==> config.mk <==
export PLATFORM = sky130hd
export DESIGN_NAME = fold3_adder
export DESIGN_NICKNAME = d
export VERILOG_FILES = /design/src/rtl/fold3_pkg.sv /design/src/rtl/fold3_phase_ctl.sv /design/src/rtl/fold3_opnd_mux.sv /design/src/rtl/fold3_shared_add.sv /design/src/rtl/fold3_adder.sv
export SDC_FILE = /design/constraint.sdc
export NUM_CORES = 1
export LEC_CHECK = 0
export BUFFER_PORTS_ARGS = -buffer_cell sky130_fd_sc_hd__buf_2
export CAP_MARGIN = 10
export CORE_MARGIN = 2
export CORE_UTILIZATION = 35
export DETAILED_ROUTE_END_ITERATION = 12
export PLACE_DENSITY = 0.66
export SYNTH_ARGS = -nofsm -noshare
export SYNTH_HDL_FRONTEND = slang
export SYNTH_SLANG_ARGS = --single-unit
export TNS_END_PERCENT = 100
==> constraint.sdc <==
create_clock -name clk -period 2.9 [get_ports clk]
set_clock_uncertainty 0.15 [all_clocks]
set_input_delay 0.58 -clock clk [delete_from_list [all_inputs] [get_ports clk]]
set_output_delay 0.58 -clock clk [all_outputs]
set_load 0.05 [all_outputs]
==> src/rtl/fold3_pkg.sv <==
package fold3_pkg;
   // slot of the two-cycle schedule
   typedef enum logic {
      PH_AB = 1'b0,   // adder sees a and b
      PH_CF = 1'b1    // adder sees feedback and held c
   } phase_t;
endpackage

==> src/rtl/fold3_phase_ctl.sv <==
module fold3_phase_ctl
   import fold3_pkg::*;
(
   input  logic   clk,
   input  logic   rst,
   input  logic   in_vld,
   output phase_t phase,
   output logic   take,
   output logic   part_vld,
   output logic   out_vld
);
   assign take = in_vld && (phase == PH_AB);

   always_ff @(posedge clk) begin
      if (rst) begin
         phase    <= PH_AB;
         part_vld <= 1'b0;
         out_vld  <= 1'b0;
      end else begin
         phase    <= (phase == PH_AB) ? PH_CF : PH_AB;
         part_vld <= take;
         out_vld  <= part_vld;
      end
   end


   phase_alt_chk: assert property (@(posedge clk) disable iff (rst)
      1'b1 |=> phase != $past(phase));

   odd_drop_chk: assert property (@(posedge clk) disable iff (rst)
      (phase == PH_CF) |=> !part_vld);

   vld_gap_chk: assert property (@(posedge clk) disable iff (rst)
      out_vld |=> !out_vld);

   vld_lat_chk: assert property (@(posedge clk) disable iff (rst)
      out_vld |-> ($past(in_vld, 2) && ($past(phase, 2) == PH_AB)));
endmodule

==> src/rtl/fold3_opnd_mux.sv <==
module fold3_opnd_mux
   import fold3_pkg::*;
#(
   parameter int DATA_W    = 16,
   parameter int SUM_W     = DATA_W + 2,
   parameter bit SIGNED_IN = 1'b1
) (
   input  logic              clk,
   input  logic              rst,
   input  phase_t            phase,
   input  logic [DATA_W-1:0] in_a,
   input  logic [DATA_W-1:0] in_b,
   input  logic [DATA_W-1:0] in_c,
   input  logic [SUM_W-1:0]  fb,
   output logic [SUM_W-1:0]  op_x,
   output logic [SUM_W-1:0]  op_y
);
   localparam int EXT_W = SUM_W - DATA_W;

   logic [SUM_W-1:0] a_ext, b_ext, c_ext, c_q;

   if (SIGNED_IN) begin : g_sext
      assign a_ext = {{EXT_W{in_a[DATA_W-1]}}, in_a};
      assign b_ext = {{EXT_W{in_b[DATA_W-1]}}, in_b};
      assign c_ext = {{EXT_W{in_c[DATA_W-1]}}, in_c};
   end else begin : g_zext
      assign a_ext = {{EXT_W{1'b0}}, in_a};
      assign b_ext = {{EXT_W{1'b0}}, in_b};
      assign c_ext = {{EXT_W{1'b0}}, in_c};
   end

   // c waits one cycle for its turn at the adder
   always_ff @(posedge clk) begin
      if (rst)                 c_q <= '0;
      else if (phase == PH_AB) c_q <= c_ext;
   end

   always_comb begin
      if (phase == PH_AB) begin
         op_x = a_ext;
         op_y = b_ext;
      end else begin
         op_x = fb;
         op_y = c_q;
      end
   end


   c_hold_chk: assert property (@(posedge clk) disable iff (rst)
      (phase == PH_CF) |-> c_q == $past(c_ext));
endmodule

==> src/rtl/fold3_shared_add.sv <==
module fold3_shared_add #(
   parameter int SUM_W = 18
) (
   input  logic             clk,
   input  logic             rst,
   input  logic [SUM_W-1:0] op_x,
   input  logic [SUM_W-1:0] op_y,
   output logic [SUM_W-1:0] acc_q
);
   always_ff @(posedge clk) begin
      if (rst) acc_q <= '0;
      else     acc_q <= op_x + op_y;
   end
endmodule

==> src/rtl/fold3_adder.sv <==
module fold3_adder
   import fold3_pkg::*;
#(
   parameter int DATA_W    = 16,
   parameter bit SIGNED_IN = 1'b1,
   localparam int SUM_W    = DATA_W + 2
) (
   input  logic              clk,
   input  logic              rst,
   input  logic              in_vld,
   input  logic [DATA_W-1:0] in_a,
   input  logic [DATA_W-1:0] in_b,
   input  logic [DATA_W-1:0] in_c,
   output logic              sum_vld,
   output logic [SUM_W-1:0]  sum_q
);
   if (DATA_W < 2) begin : g_width_chk
      $error("fold3_adder: DATA_W must be at least 2");
   end

   phase_t           phase;
   logic             take, part_vld, out_vld;
   logic [SUM_W-1:0] op_x, op_y, acc_q;

   fold3_phase_ctl u_ctl (
      .clk(clk), .rst(rst), .in_vld(in_vld),
      .phase(phase), .take(take), .part_vld(part_vld), .out_vld(out_vld)
   );

   fold3_opnd_mux #(.DATA_W(DATA_W), .SUM_W(SUM_W), .SIGNED_IN(SIGNED_IN)) u_mux (
      .clk(clk), .rst(rst), .phase(phase),
      .in_a(in_a), .in_b(in_b), .in_c(in_c), .fb(acc_q),
      .op_x(op_x), .op_y(op_y)
   );

   fold3_shared_add #(.SUM_W(SUM_W)) u_add (
      .clk(clk), .rst(rst), .op_x(op_x), .op_y(op_y), .acc_q(acc_q)
   );

   assign sum_vld = out_vld;
   assign sum_q   = acc_q;

   // port-level reference for the result check
   logic [SUM_W-1:0] chk_total;
   assign chk_total = SIGNED_IN ?
      (SUM_W'($signed(in_a)) + SUM_W'($signed(in_b)) + SUM_W'($signed(in_c))) :
      (SUM_W'(in_a) + SUM_W'(in_b) + SUM_W'(in_c));


   total_chk: assert property (@(posedge clk) disable iff (rst)
      sum_vld |-> sum_q == $past(chk_total, 2));

   rst_clear_chk: assert property (@(posedge clk)
      $past(rst) |-> (!sum_vld && sum_q == '0));
endmodule

==> qor.csv <==
stage,metric,value,unit
status,outcome,finished clean,
die,Cell Rows,29,
route,Detail Route Antenna Nets,0,
route,via count,2140,
die,Die ar.,0.00722,mm²
critical_path,Buf/Inv on CP,1,
critical_path,cells along the critical path,buf_12 -> mux2_2 -> ha_1 -> o211ai_1 -> o21ai_2 -> a21o_1 -> a21oi_2 -> o311a_1 -> mux2_4,
min_path,worst min-delay path category,flop to flop,
sta,pins over their slew limit,0,
critical_path,Critical Path Source Type,flop,
critical_path,cell family with most CP delay,compound AO/OA/AOI/OAI gates,
synth,"Seq/Total Area, Yosys",0.323,
die,I/O pin cnt,70,
critical_path,crit-path max FO,45,
clock_network,TritonCTS Sinks,37,
critical_path,crit path max-delay cell type,mux2_2,
sta,fin crit period,2.75,ns
sta,post-route setup TNS,0,ns
critical_path,CP endpoint kind,flop,
final_layout,"Area growth, synth to finish",27.1,%
sta,final hold vios,0,
sta,Least-Margin Pin Slew,0.495,ns
synth,syn_area_per_cell,8.08,µm²
sta,f_max,364,MHz
synth,"Distinct cells, synth",35,
final_layout,share of layout cells above drive strength 1,0.300,
placed_design,Post-Place Cells,429,
pwr,Peak VDD IR,0.000252,V
sta,max_slew headroom,0.670,
clock_network,CTS H-tree lvls,2,
route,Pre-antenna DRT Iters,4,
global_route,Overall Global Routing Usage,0.154,
sta,unrepaired setup endpoints after global routing,false,
die,core footprint,0.00635,mm²
final_layout,Layout Nets,428,
route,final wirelength,5560,µm
critical_path,crit-path max cell delay,0.37,ns
route,# DRC,0,
route,vias per inst,4.90,
synth,Post-Syn Area,0.00229,mm²
global_route,global-route wire length before repair,9090,µm
clock_network,"Hold-fix buffers, CTS",0,
die,Vert. Die Dim,85.0,µm
global_route,GRT overflow,0,
run,reported max-cap violation count,0,
global_route,vias in the first global route,2018,
placed_design,port bufs,69,
synth,Post-Syn Instances,284,
placed_design,HPWL after DPL,4320,µm
die,Starting Density,0.361,
synth,Syn. warnings,0,
sta,final worst-path cycle share,0.947,
critical_path,R2R depth,9,
critical_path,Crit path required time,2.93,ns
die,Die W,85.0,µm
synth,syn_nets,353,
clock_network,CTS tree,done,
synth,Seq cells post-synth,37,
placed_design,GPL Wtd Cong,0.846,
clock_network,total CTS buffers,5,
clock_network,Max Buffers Root-to-Sink,2,
clock_network,CTS root buf,clkbuf_8,
global_route,initial antenna violation count,0,
sta,setup violators final,0,
pwr,LEAKAGE,1.41,nW
clock_network,"Reg clk slew, reported paths",0.07,ns
critical_path,kind of critical path,flop to flop,
final_layout,Final Non-Filler Cells,437,
pwr,Power per Cell Area,664,mW/mm²
min_path,Worst Hold Depth,1,
clock_network,Skew-Pair Late Insertion Delay,0.29,ns
final_layout,antenna cells,0,
global_route,pin count of the biggest net entering global routing,46,
route,DR WL/cell,12.7,µm
route,First DRT Iteration DRCs,106,
critical_path,arrival time of the worst setup path,2.77,ns
critical_path,Levels on crit path,9,
-- kinds of logic (layout without fill, tap and decap cells) --
logic type,count (synthesis),count (layout),synth area share
AOI/OAI and AO/OA,78,78,0.201
xor gates and xnor gates,14,14,0.0534
adders and majority gates,18,18,0.101
buffers and inverters,33,109,0.0540
DFF,37,37,0.323
muxes,17,17,0.0840
and+or+nand+nor,87,87,0.184
-- sequential cells by signal (all words and copies together), names as in the netlist --
name            cells
u_add.acc_q        18
u_mux.c_q          16
u_ctl.out_vld       1
u_ctl.part_vld      1
u_ctl.phase         1
-- power breakdown --
| group | total [mW] | internal [mW] | switching, mW | leakage, nW |
|---|---|---|---|---|
| Clock | 0.460 | 0.280 | 0.180 | 0.0585 |
| Sequential | 0.621 | 0.586 | 0.0354 | 0.308 |
| Combinational | 0.854 | 0.319 | 0.535 | 1.05 |
| Total | 1.94 | 1.19 | 0.751 | 1.41 |
-- layout make-up --
class | instances | area (µm²)
timing repair buffer | 81 | 448
sequential | 37 | 742
clock inverter | 1 | 30.0
fill | 614 | 3430
tap | 77 | 96.3
inverter | 20 | 75.1
clock buffer | 7 | 86.3
multi-input combinational | 214 | 1440
-- worst reg2reg max path: stages, from the launching register on --
cell and delay (ns):
dfxtp_2 0.35, buf_12 0.20, mux2_2 0.38, ha_1 0.36, o211ai_1 0.12, o21ai_2 0.21, a21o_1 0.16, a21oi_2 0.07
o311a_1 0.35, mux2_4 0.30
-- cells in the final DEF, fill, tap and decap left out, types with 4 or more instances in the layout --
cell      Yosys  routed
clkbuf_8      0       6
mux2_2       14      14
nand4_1       4       4
o21a_1        5       5
nor2_1       22      22
inv_1        20      20
xnor2_1       7       7
nor2b_1       7       7
o21ai_0      22      21
a21o_1        5       5
dfxtp_1      37      36
xor2_1        7       7
buf_4         0      11
nand2_1      28      28
ha_1         17      17
a21oi_1      29      28
nand2b_1     19      19
buf_2         0      69
-- synth_stat cells --
library cell  instances  area, µm²
dfxtp_1              37        741
a21oi_1              29        145
nand2_1              28        105
nor2_1               22       82.6
o21ai_0              22        110
inv_1                20       75.1
nand2b_1             19        119
ha_1                 17        213
mux2_2               14        158
clkbuf_1             12       45.0
nor2b_1               7       43.8
xnor2_1               7       61.3
xor2_1                7       61.3
a21o_1                5       37.5
o21a_1                5       37.5
nand4_1               4       25.0
a31oi_1               3       18.8
o211ai_1              3       22.5
o31ai_1               3       22.5
a211oi_1              2       15.0
mux2i_1               2       20.0
nor3_1                2       10.0
o21bai_1              2       15.0
a21oi_2               1       8.76
a221oi_1              1       8.76
and2_1                1       6.26
and3_1                1       6.26
and4_1                1       8.76
buf_1                 1       3.75
fa_1                  1       20.0
mux2_4                1       15.0
nand3b_1              1       7.51
nor3b_1               1       7.51
o21ai_2               1       8.76
o311a_1               1       10.0
-- per-layer routing --
metal	vias to the layer above	global-route usage	wire length, µm
met4	0	0.0491	79
met5	-	0	0
met2	49	0.243	2480
li1	1116	-	-
met3	6	0.0263	287
met1	969	0.215	2710
-- final timing paths --
path / startpoint / slack [ns] / to
hold reg to reg: u_ctl.part_vld / 0.31 / u_ctl.out_vld
hold / removal: u_ctl.part_vld / 0.31 / u_ctl.out_vld
setup / recovery: u_ctl.phase / 0.15 / u_add.acc_q[15]
setup reg to reg: u_ctl.phase / 0.15 / u_add.acc_q[15]
-- repair_timing --
item	in CTS	in global routing
gates resized for setup	0	3
buffers inserted	0	0
endpoints found under the setup margin	0	4
-- through the flow --
stage               cell area [µm²]  utilization  total power [mW]  setup WS [ns]  hold slack, ns
global placement               2790        0.440              1.47         0.0961           0.265
floorplan                      2300            -              1.26        0.00387           0.264
finish                         2920        0.459              1.94          0.153           0.308
global route                   2920        0.459              2.05        0.00462           0.328
CTS                            2910        0.458              1.95         0.0784           0.308
detailed placement             2790        0.440              1.48         0.0655           0.292
Note: power is estimated with default switching activity, not from simulation.
